--- src/rtl/fft_seq_pkg.sv ---
package fft_seq_pkg;

    typedef enum logic [1:0] {
        PH_IDLE  = 2'd0,
        PH_LOAD  = 2'd1,
        PH_WAIT  = 2'd2,
        PH_DRAIN = 2'd3
    } phase_t;

    typedef struct packed {
        logic clear;
        logic load;
        logic inv;
    } stub_ctl_t;

    function automatic logic phase_busy(phase_t p);
        return p != PH_IDLE;
    endfunction

    function automatic logic phase_out(phase_t p);
        return p == PH_DRAIN;
    endfunction

endpackage

--- src/rtl/fft_seq_ctrl.sv ---
module fft_seq_ctrl
    import fft_seq_pkg::*;
#(
    parameter int NDIG    = 5,
    parameter int LATENCY = 16,
    localparam int IDXW   = 2 * NDIG,
    localparam int NPTS   = 1 << IDXW,
    localparam int WCW    = $clog2(LATENCY) + 1
) (
    input  logic            clk,
    input  logic            rst,
    input  logic            start,
    input  logic            invert,
    output phase_t          phase,
    output logic [IDXW-1:0] ocnt,
    output stub_ctl_t       ctl
);

    logic [IDXW-1:0] icnt;
    logic [WCW-1:0]  wcnt;
    logic            mode;

    always_ff @(posedge clk) begin
        if (rst) begin
            phase <= PH_IDLE;
            icnt  <= '0;
            ocnt  <= '0;
            wcnt  <= '0;
            mode  <= 1'b0;
        end else begin
            case (phase)
                PH_IDLE: begin
                    if (start) begin
                        phase <= PH_LOAD;
                        icnt  <= '0;
                        mode  <= invert;
                    end
                end
                PH_LOAD: begin
                    icnt <= icnt + 1'b1;
                    if (icnt == IDXW'(NPTS - 1)) begin
                        phase <= PH_WAIT;
                        wcnt  <= '0;
                    end
                end
                PH_WAIT: begin
                    wcnt <= wcnt + 1'b1;
                    if (wcnt == WCW'(LATENCY - 2)) begin
                        phase <= PH_DRAIN;
                        ocnt  <= '0;
                    end
                end
                default: begin
                    ocnt <= ocnt + 1'b1;
                    if (ocnt == IDXW'(NPTS - 1)) begin
                        phase <= PH_IDLE;
                    end
                end
            endcase
        end
    end

    always_comb begin
        ctl.clear = (phase == PH_IDLE) && start;
        ctl.load  = (phase == PH_LOAD);
        ctl.inv   = mode;
    end

    p_accept_start_r2: assert property (@(posedge clk) disable iff (rst)
        (phase == PH_IDLE && start) |=> (phase == PH_LOAD && icnt == '0));

    p_stray_start_r3: assert property (@(posedge clk) disable iff (rst)
        (phase == PH_LOAD && start) |=> (icnt == IDXW'($past(icnt) + 1'b1)));

    p_mode_hold_r4: assert property (@(posedge clk) disable iff (rst)
        (phase != PH_IDLE) |=> $stable(mode));

    p_drain_entry_r7: assert property (@(posedge clk) disable iff (rst)
        (phase == PH_DRAIN && $past(phase) != PH_DRAIN) |-> (ocnt == '0));

    p_drain_after_wait_r6: assert property (@(posedge clk) disable iff (rst)
        (phase == PH_DRAIN && $past(phase) != PH_DRAIN) |-> ($past(phase) == PH_WAIT));

endmodule

--- src/rtl/fft_seq_posgen.sv ---
module fft_seq_posgen #(
    parameter int NDIG  = 5,
    localparam int IDXW = 2 * NDIG
) (
    input  logic            valid,
    input  logic [IDXW-1:0] cnt,
    output logic [IDXW-1:0] pos
);

    logic [IDXW-1:0] rev;

    for (genvar g = 0; g < NDIG; g++) begin : g_digit
        assign rev[2*g +: 2] = cnt[2*(NDIG-1-g) +: 2];
    end

    always_comb begin
        pos = valid ? rev : '0;
    end

endmodule

--- src/rtl/fft_seq_stub.sv ---
module fft_seq_stub
    import fft_seq_pkg::*;
#(
    parameter int WIDTH = 8,
    parameter int IDXW  = 10,
    localparam int OW   = WIDTH + 2
) (
    input  logic                    clk,
    input  logic                    rst,
    input  stub_ctl_t               ctl,
    input  logic signed [WIDTH-1:0] iin,
    input  logic signed [WIDTH-1:0] qin,
    input  logic                    valid,
    input  logic [IDXW-1:0]         k,
    output logic [OW-1:0]           iout,
    output logic [OW-1:0]           qout
);

    logic [OW-1:0] acc_i;
    logic [OW-1:0] acc_q;
    logic [OW-1:0] kk;

    always_ff @(posedge clk) begin
        if (rst || ctl.clear) begin
            acc_i <= '0;
            acc_q <= '0;
        end else if (ctl.load) begin
            acc_i <= acc_i + OW'(iin);
            acc_q <= acc_q + OW'(qin);
        end
    end

    always_comb begin
        kk   = OW'(k);
        iout = '0;
        qout = '0;
        if (valid) begin
            iout = acc_i + kk;
            qout = ctl.inv ? (acc_q - kk) : (acc_q + kk);
        end
    end

endmodule

--- src/rtl/fft_frame_seq.sv ---
module fft_frame_seq
    import fft_seq_pkg::*;
#(
    parameter int WIDTH   = 8,
    parameter int NDIG    = 5,
    parameter int LATENCY = 16,
    localparam int IDXW   = 2 * NDIG,
    localparam int OW     = WIDTH + 2
) (
    input  logic             clk,
    input  logic             rst,
    input  logic             start,
    input  logic             invert,
    input  logic [WIDTH-1:0] din_re,
    input  logic [WIDTH-1:0] din_im,
    output logic             busy,
    output logic             dout_valid,
    output logic [OW-1:0]    dout_re,
    output logic [OW-1:0]    dout_im,
    output logic [IDXW-1:0]  dout_pos
);

    phase_t          phase;
    logic [IDXW-1:0] ocnt;
    stub_ctl_t       ctl;

    fft_seq_ctrl #(.NDIG(NDIG), .LATENCY(LATENCY)) u_ctrl (
        .clk    (clk),
        .rst    (rst),
        .start  (start),
        .invert (invert),
        .phase  (phase),
        .ocnt   (ocnt),
        .ctl    (ctl)
    );

    always_comb begin
        busy       = phase_busy(phase);
        dout_valid = phase_out(phase);
    end

    fft_seq_posgen #(.NDIG(NDIG)) u_pos (
        .valid (dout_valid),
        .cnt   (ocnt),
        .pos   (dout_pos)
    );

    fft_seq_stub #(.WIDTH(WIDTH), .IDXW(IDXW)) u_stub (
        .clk   (clk),
        .rst   (rst),
        .ctl   (ctl),
        .iin   (din_re),
        .qin   (din_im),
        .valid (dout_valid),
        .k     (ocnt),
        .iout  (dout_re),
        .qout  (dout_im)
    );

    p_valid_in_busy_r7: assert property (@(posedge clk) disable iff (rst)
        dout_valid |-> busy);

    p_idle_zero_r9: assert property (@(posedge clk) disable iff (rst)
        !dout_valid |-> (dout_pos == '0 && dout_re == '0 && dout_im == '0));

    p_busy_drop_r2: assert property (@(posedge clk) disable iff (rst)
        $fell(busy) |-> $past(dout_valid));

endmodule

--- config.mk ---
export PLATFORM = sky130hd
export DESIGN_NAME = fft_frame_seq
export DESIGN_NICKNAME = d
export VERILOG_FILES = /design/src/rtl/fft_seq_pkg.sv /design/src/rtl/fft_seq_ctrl.sv /design/src/rtl/fft_seq_posgen.sv /design/src/rtl/fft_seq_stub.sv /design/src/rtl/fft_frame_seq.sv
export SDC_FILE = /design/constraint.sdc
export NUM_CORES = 1
export LEC_CHECK = 0
export BUFFER_PORTS_ARGS = -buffer_cell sky130_fd_sc_hd__buf_2
export CAP_MARGIN = 20
export CELL_PAD_IN_SITES_DETAIL_PLACEMENT = 1
export CELL_PAD_IN_SITES_GLOBAL_PLACEMENT = 1
export CORE_MARGIN = 5
export CORE_UTILIZATION = 44
export DETAILED_ROUTE_END_ITERATION = 12
export PLACE_DENSITY = 0.78
export SKIP_CTS_REPAIR_TIMING = 1
export SYNTH_ARGS = -nofsm -noshare
export SYNTH_HDL_FRONTEND = slang
export SYNTH_HIERARCHICAL = 1
export SYNTH_SLANG_ARGS = --single-unit
--- constraint.sdc ---
create_clock -name clk -period 3.15 [get_ports clk]
set_input_delay 0.1575 -clock clk [delete_from_list [all_inputs] [get_ports clk]]
set_output_delay 0.1575 -clock clk [all_outputs]
set_load 0.01 [all_outputs]
==> results of run 1 <==
==> cell families after synthesis <==
group	synth area share [%]
adder cells (fa/ha/maj)	15.2
AO/OA/AOI/OAI	20.8
flip-flops	23.1
buffers and inverters	4.12
XOR/XNOR	7.37
multiplexers	3.70
AND/OR/NAND/NOR	25.7
==> path summary, 6_finish.rpt <==
path / slack [ns] / cells after the start / end / from
worst max-delay path: 0.16 / 10 / dout_im[6] / u_ctrl/ocnt[1]
worst min-delay path: 0.12 / 3 / u_ctrl/mode / invert
worst min register to register: 0.51 / 2 / u_ctrl/wcnt[4] / u_ctrl/wcnt[4]
worst max register to register: 0.88 / 7 / u_ctrl/phase[0] / u_ctrl/phase[0]
==> sequential cells by signal, summed over array words and instances, names as in the netlist <==
name	count
u_ctrl/icnt	10
u_ctrl/wcnt	5
u_ctrl/ocnt	10
u_stub/acc_q	10
u_ctrl/mode	1
u_stub/acc_i	10
u_ctrl/phase	2
==> cell usage in the layout, fill, tap and decap left out, types with 4 or more instances in the layout <==
| cell type | instances |
|---|---|
| nand4_1 | 7 |
| clkbuf_8 | 5 |
| xor2_1 | 15 |
| nor2_1 | 70 |
| a21o_1 | 5 |
| o21ai_0 | 21 |
| xnor2_1 | 20 |
| buf_2 | 51 |
| inv_1 | 25 |
| a21oi_1 | 34 |
| nand3_1 | 27 |
| or3_1 | 7 |
| o31a_1 | 4 |
| nor3_1 | 13 |
| dfxtp_1 | 47 |
| o21ai_1 | 5 |
| nand2b_1 | 4 |
| o21bai_1 | 7 |
| nor2b_1 | 7 |
| nor3b_1 | 4 |
| and3_1 | 4 |
| a211oi_1 | 8 |
| buf_4 | 5 |
| ha_1 | 43 |
| and2_1 | 13 |
| nand2_1 | 33 |
| mux2i_1 | 12 |
| nor4_1 | 6 |
| fa_1 | 4 |
| a31oi_1 | 10 |
| o21a_1 | 15 |
| nand3b_1 | 6 |
==> area by class of cell <==
type | count | area share (%)
multi-input combinational | 441 | 65.1
sequential | 48 | 20.7
timing repair buffer | 56 | 6.29
tap | 129 | 3.46
inverter | 25 | 2.01
clock buffer | 5 | 1.48
clock inverter | 3 | 0.994
==> worst reg2reg max path, stage by stage, from the launching register on <==
cell	delay, ns
dfxtp_1	0.34
inv_1	0.11
ha_1	0.55
and4b_1	0.27
and4_1	0.23
a211oi_1	0.46
o21ai_0	0.14
o41ai_1	0.08
==> synthesized netlist by cell type (3+ instances only) <==
cell type | n | area, um2
a211oi_1 | 8 | 60.1
a21o_1 | 5 | 37.5
a21oi_1 | 34 | 170
a22oi_1 | 3 | 22.5
a31oi_1 | 10 | 62.6
and2_1 | 13 | 81.3
and3_1 | 4 | 25.0
buf_2 | 3 | 15.0
clkbuf_1 | 10 | 37.5
dfxtp_1 | 48 | 961
fa_1 | 4 | 80.1
ha_1 | 44 | 551
inv_1 | 25 | 93.8
mux2i_1 | 12 | 120
nand2_1 | 33 | 124
nand2b_1 | 4 | 25.0
nand3_1 | 27 | 135
nand3b_1 | 6 | 45.0
nand4_1 | 7 | 43.8
nor2_1 | 70 | 263
nor2b_1 | 7 | 43.8
nor3_1 | 14 | 70.1
nor3b_1 | 4 | 30.0
nor4_1 | 6 | 37.5
o211ai_1 | 3 | 22.5
o21a_1 | 15 | 113
o21ai_0 | 23 | 115
o21ai_1 | 3 | 15.0
o21bai_1 | 7 | 52.6
o31a_1 | 4 | 35.0
or3_1 | 7 | 43.8
xnor2_1 | 20 | 175
xor2_1 | 15 | 131
==> metal layers <==
| layer | share of wire [%] | wire [um] | vias up |
|---|---|---|---|
| met4 | 1.8 | 204 | 0 |
| li1 | - | - | 2005 |
| met2 | 48 | 5630 | 65 |
| met3 | 3.5 | 411 | 13 |
| met1 | 46 | 5400 | 1937 |
| met5 | 0 | 0 | - |
==> metrics by stage <==
step / util [%] / TNS (ns) / total power [uW]
global placement: 49.1 / 0 / 2450
finish: 50.4 / 0 / 3030
detailed placement: 49.1 / 0 / 2530
global route: 50.4 / -0.0547 / 3300
floorplan: - / 0 / 2110
CTS: 50.3 / 0 / 3030
==> power by group <==
| part | internal (uW) | leakage, uW | switching (uW) |
|---|---|---|---|
| Combinational | 739 | 0.00147 | 1050 |
| Clock | 240 | 0.0000548 | 241 |
| Sequential | 680 | 0.000389 | 81.9 |
==> impl_metrics.ini, run 1 <==
[cells_and_area]
multi_input_area_um2 = 3030
final_area_um2 = 4660
instances_no_fill = 707
finish.net_count = 645
drive_gt1_share_pct = 13.3
regArea_um2 = 962
n_antenna_cell = 0
nFillCells = 1179
syn2layout_area_growth_pct = 12.0

[placement]
dpl.hpwl_mm = 9.00
dp.cells = 699
place_congestion = 0.827
io_buffer_count = 51
placed_cell_area_um2 = 4540
pre_cts_ws_ns = 0.465

[timing]
period_share_pct = 95.0
slew_headroom_pct = 60.3
skew_ns = 0.0100
rsz0062_at_grt = yes
setup_viol_count_final = 0
max_freq_ghz = 0.334
hold_violations = 0
min_period_ns = 2.99
slew_viol_final = 0
setup_slack_ns = 0.157
fin_hold_ws_ns = 0.123
worst_slew_pin_slew_ns = 0.589

[power]
p_leak_uw = 0.00192
power_density_nw_per_um2 = 650
vdd_ir_drop_max_v = 0.000239

[routing]
drt_iter0_markers = 122
wirelength_mm = 11.6
ant_nets = 0
route.detailed.drc = 0
post_drt_wl_per_cell_um = 16.5
first_pass_iters = 4
vias = 4020
avgViaCountPerCell = 5.69

[floorplanning]
die_w_um = 107
dieArea_um2 = 11500
start_util_pct = 45.0
rows = 35
io_pins = 52
coreArea_um2 = 9240
fp.dieH_um = 107

[setup_path]
crit_top_cell = nor3_1
cp.arrival_ns = 2.84
worstSetupStartpointType = flop
slowest_delay_ns = 0.42
end_kind = output port
worstSetupPathType = reg -> out
path_buf_inv = 2
crit_path_cell_trace = inv_1 -> ha_1 -> mux2_2 -> fa_1 -> nor2b_1 -> o21ai_1 -> a21oi_1 -> nor3_1 -> nor3_1 -> buf_2
crit_family = adder cells
critPathSlowestCell = fa_1
worst-endpoint-required_ns = 2.99
crit_fanout = 4

[run]
maxCapViolCount = 0

[logic_synthesis]
ys_seq_area_share_pct = 23.1
synth_warnings = 6
avgSynthCellArea_um2 = 7.82
synth_edf_count = 0
synthArstFlopShare_pct = 0
ys_seq_elements = 48
netlist_area_um2 = 4160
synthDistinctLibCells = 59
syn-num-nets = 600
synth_flop_cell = dfxtp_1
postSynthCellCount = 532

[clocking]
cts.sinks = 48
insertion_delay_ns = 0.32
cts_root_buf = clkbuf_8
cts_buffer_depth = 2
cts_made_buffers = 5
cts_htree_levels = 2
cts_tree = yes
path_clk_slew_ns = 0.11

[grt]
grt_pass1_vias = 4204
antenna_found_initial = 0
grtUsageMet3_pct = 2.47
grt_util_met2_pct = 36.9
grt-busiest-layer = met2
overflow = 0
grt_pass1_wl_mm = 19.4
grtUsageMet1_pct = 25.5
grt_max_degree = 34
grtUsageTotal_pct = 20.5

[status]
run_status = finished clean

[hold_path]
hold_class = in -> reg
No activity file was read; power rests on OpenSTA's default activity.
==> run 2: changes to the inputs <==
--- a/config.mk
+++ b/config.mk
@@ -9,7 +9,6 @@
 export CAP_MARGIN = 20
 export CELL_PAD_IN_SITES_DETAIL_PLACEMENT = 1
 export CELL_PAD_IN_SITES_GLOBAL_PLACEMENT = 1
-export CORE_MARGIN = 5
 export CORE_UTILIZATION = 44
 export DETAILED_ROUTE_END_ITERATION = 12
 export PLACE_DENSITY = 0.78
==> impl_metrics.ini, run 2 (synthesis results as in run 1) <==
[status]
run_status = finished clean

[power]
switching_share_pct = 45.5
p_leak_uw = 0.00192
pwr-share-comb_pct = 60.9
p_int_uw = 1610
power_density_nw_per_um2 = 638
power_uw = 2950
vdd_ir_drop_max_v = 0.000258
net-switching-power_uw = 1340
p_clk_share_pct = 13.4
p_seq_share_pct = 25.7

[run]
maxCapViolCount = 0

[clocking]
insertion_delay_ns = 0.31
cts_buffer_depth = 2
cts_tree = yes
cts.sinks = 48
cts_root_buf = clkbuf_8
cts_htree_levels = 2
cts_made_buffers = 5
path_clk_slew_ns = 0.09

[timing]
rsz0062_at_grt = no
worst_slew_pin_slew_ns = 0.636
hold_violations = 0
setup_viol_count_final = 0
fin_hold_ws_ns = 0.0968
tns_ns = 0
slew_headroom_pct = 57.6
slew_viol_final = 0
skew_ns = 0.00727
max_freq_ghz = 0.341
min_period_ns = 2.93
period_share_pct = 93.1

[routing]
vias = 3936
avgViaCountPerCell = 5.71
drt_iter0_markers = 98
first_pass_iters = 4
post_drt_wl_per_cell_um = 16.2
route.detailed.drc = 0
wirelength_mm = 11.2
ant_nets = 0

[floorplanning]
fp.dieH_um = 99.2
coreArea_um2 = 9200
dieArea_um2 = 9840
die_w_um = 99.2
rows = 35
start_util_pct = 45.2
io_pins = 52

[cells_and_area]
regArea_um2 = 961
final_common_cell = nor2_1
nFillCells = 1162
utilization_pct = 50.3
finish.net_count = 645
layout_common_cells = nor2_1 (70), buf_2 (51), dfxtp_1 (48), ha_1 (43), a21oi_1 (34)
syn2layout_area_growth_pct = 11.3
drive_gt1_share_pct = 13.7
instances_no_fill = 689
n_antenna_cell = 0
multi_input_area_um2 = 3050

[grt]
grt_max_degree = 33
grtUsageTotal_pct = 23.9
grt_pass1_wl_mm = 19.3
antenna_found_initial = 0
overflow = 0
grt_pass1_vias = 4125

[hold_path]
hold_class = in -> reg
min-delay-start = invert
min_path_cells = 3
min_to = u_ctrl/mode

[setup_path]
slowest_delay_ns = 0.41
r2r_cells = 7
rr_endpoint = u_ctrl/phase[1]
cp.arrival_ns = 2.78
worst-endpoint-required_ns = 2.99
path_buf_inv = 2
crit_path_cell_trace = inv_1 -> ha_1 -> mux2_2 -> fa_1 -> nor2b_1 -> o21ai_1 -> a21oi_1 -> nor3_1 -> nor3_1 -> buf_2
crit_family = adder cells
crit_top_cell = nor3_1
worstSetupPathType = reg -> out
crit_fanout = 4
rr_startpoint = u_ctrl/phase[0]
critPathSlowestCell = fa_1
worstSetupStartpointType = flop
end_kind = output port
r2r_slack_ns = 0.78

[placement]
io_buffer_count = 51
place_congestion = 0.830
dpl.hpwl_mm = 8.60
dp.cells = 681
run 2: cell count changes in the layout (fill, tap and decap cells not counted), sizes merged:
cell / before / now
inv: 26 / 25
clkinv: 0 / 2
clkinvlp: 1 / 0
bufinv: 1 / 0
clkbuf: 5 / 6
run 2: per-stage QoR:
stage	area, um2	setup slack, ns
2_1_floorplan	4160	0.633
3_3_place_gp	4510	0.612
3_5_place_dp	4510	0.495
4_1_cts	4610	0.129
5_1_grt	4630	0.0215
6_report	4630	0.217
run 2: final cells by class:
class,count,share of cell area (%)
clock inverters,2,0.216
flip-flops and latches,48,20.8
multi-input cells,441,65.9
clock buffers,6,1.78
repair buffers,56,6.33
inverters,25,2.03
well taps,111,3.00
run 2: metal layers:
layer  global-route usage, %  part of all wire, %  vias up
li1                        -                    -     2000
met4                    5.43                  1.1        0
met1                    31.6                   50     1872
met3                    3.23                  2.2       10
met5                       0                    0        -
met2                    41.2                   47       54
run 2: worst max path at each step:
stage                         from          to  cells after the start  slack [ns]
detailed placement  u_ctrl/ocnt[1]  dout_im[8]                     12        0.50
global route        u_ctrl/ocnt[1]  dout_im[9]                     13        0.02
CTS                 u_ctrl/ocnt[1]  dout_im[8]                     12        0.13
floorplan           u_ctrl/ocnt[1]  dout_im[5]                     10        0.63
finish              u_ctrl/ocnt[1]  dout_im[6]                     10        0.22
global placement    u_ctrl/ocnt[0]  dout_im[9]                     11        0.61
run 2: tightest hold or removal path, delay by kind of cell:
kind,cells,cell delay [ns]
and+or+nand+nor,1,0.05
AOI/OAI and AO/OA,1,0.05
buffers and inverters,1,0.10
run 2: power groups by stage:
stage                     clock (uW)  combinational (uW)  sequential (uW)
after floorplan                    0                1360              754
after global placement             0                1660              768
after detailed placement           0                1730              773
after CTS                        412                1750              760
after global routing             438                2020              769
final                            395                1800              759
==> run 3: changes to the inputs <==
--- a/config.mk
+++ b/config.mk
@@ -11,6 +11,7 @@
 export CELL_PAD_IN_SITES_GLOBAL_PLACEMENT = 1
 export CORE_UTILIZATION = 44
 export DETAILED_ROUTE_END_ITERATION = 12
+export MAX_ROUTING_LAYER = met4
 export PLACE_DENSITY = 0.78
 export SKIP_CTS_REPAIR_TIMING = 1
 export SYNTH_ARGS = -nofsm -noshare
==> impl_metrics.ini, run 3 (synthesis results as in run 1) <==
[status]
run_status = finished clean

[cells_and_area]
n_antenna_cell = 0
finish.net_count = 645
syn2layout_area_growth_pct = 11.3
nFillCells = 1162
layout_common_cells = nor2_1 (70), buf_2 (51), dfxtp_1 (48), ha_1 (43), a21oi_1 (34)
utilization_pct = 50.3
drive_gt1_share_pct = 13.7
final_common_cell = nor2_1

[routing]
routed-wl-met3_um = 261
route.detailed.drc = 0
vias = 3956
wl_met1_mm = 5.52
wl_met2_mm = 5.27
drt_iter0_markers = 92
avgViaCountPerCell = 5.74
post_drt_wl_per_cell_um = 16.3
wirelength_mm = 11.2
dr.max_layer_used = met4
first_pass_iters = 4
ant_nets = 0

[grt]
grt_max_degree = 33
overflow = 0
grtUsageTotal_pct = 24.6
grt_pass1_wl_mm = 19.3
grt_pass1_vias = 4129
antenna_found_initial = 0

[placement]
place_congestion = 0.843
io_buffer_count = 51
pre_cts_ws_ns = 0.495
dpl.hpwl_mm = 8.60

[power]
power_uw = 2950
vdd_ir_drop_max_v = 0.000258
p_leak_uw = 0.00192
power_density_nw_per_um2 = 638

[clocking]
path_clk_slew_ns = 0.09
cts.sinks = 48
cts_htree_levels = 2
cts_buffer_depth = 2
cts_tree = yes
insertion_delay_ns = 0.31
cts_root_buf = clkbuf_8
cts_made_buffers = 5

[floorplanning]
fp.dieH_um = 99.2
coreArea_um2 = 9200
die_w_um = 99.2
dieArea_um2 = 9840
start_util_pct = 45.2
rows = 35
io_pins = 52

[run]
maxCapViolCount = 0

[setup_path]
worstSetupStartpointType = flop
end_kind = output port
worstSetupPathType = reg -> out
crit_fanout = 4
worst-endpoint-required_ns = 2.99
cp.arrival_ns = 2.78

[timing]
worst_slew_pin_slew_ns = 0.636
period_share_pct = 93.1
setup_slack_ns = 0.216
skew_ns = 0.00705
max_freq_ghz = 0.341
slew_headroom_pct = 57.5
setup_viol_count_final = 0
tns_ns = 0
hold_violations = 0
fin_hold_ws_ns = 0.0959
slew_viol_final = 0
rsz0062_at_grt = no
min_period_ns = 2.93

[hold_path]
hold_class = in -> reg
[run 3: cell counts in the layout (fill, tap and decap cells not counted)]
Identical to the previous run, type by type.
[run 3: worst paths after layout]
check                                       end  depth (start not counted)       startpoint  slack [ns]
worst max-delay path                 dout_im[6]                         10   u_ctrl/ocnt[1]        0.22
worst min-delay path                u_ctrl/mode                          3           invert         0.1
worst max register to register  u_ctrl/phase[0]                          7  u_ctrl/phase[0]        0.78
worst min register to register   u_ctrl/icnt[3]                          2   u_ctrl/icnt[3]        0.50
[run 3: critical path, cell delays in order (launching register included)]
cell and delay, ns:
dfxtp_1 0.40, inv_1 0.07, ha_1 0.28, mux2_2 0.30, fa_1 0.41, nor2b_1 0.18
o21ai_1 0.13, a21oi_1 0.21, nor3_1 0.07, nor3_1 0.25, buf_2 0.18
[run 3: layout make-up]
class	instances	area (um2)	share of cell area, %
sequential	48	961	20.8
clock inverter	2	10.0	0.216
tap	111	139	3.00
timing repair buffer	56	293	6.33
multi-input combinational	441	3050	65.9
clock buffer	6	82.6	1.78
inverter	25	93.8	2.03
[run 3: power breakdown]
part | switching [uW] | leakage (uW) | internal, uW
combinational | 1050 | 0.00148 | 753
clock | 219 | 0.0000510 | 176
sequential | 79.4 | 0.000388 | 680
total | 1350 | 0.00192 | 1610
[run 3: stage by stage]
step	instance area, um2	cells
final	4630	689
after global routing	4630	689
after CTS	4610	689
after detailed placement	4510	681
after global placement	4510	681
after floorplan	4160	532
[run 3: metal layers]
| metal | vias up | global-route usage, % |
|---|---|---|
| met5 | - | - |
| met4 | 0 | 5.43 |
| met3 | 12 | 3.09 |
| met2 | 57 | 41.2 |
| met1 | 1887 | 31.7 |
| li1 | 2000 | - |
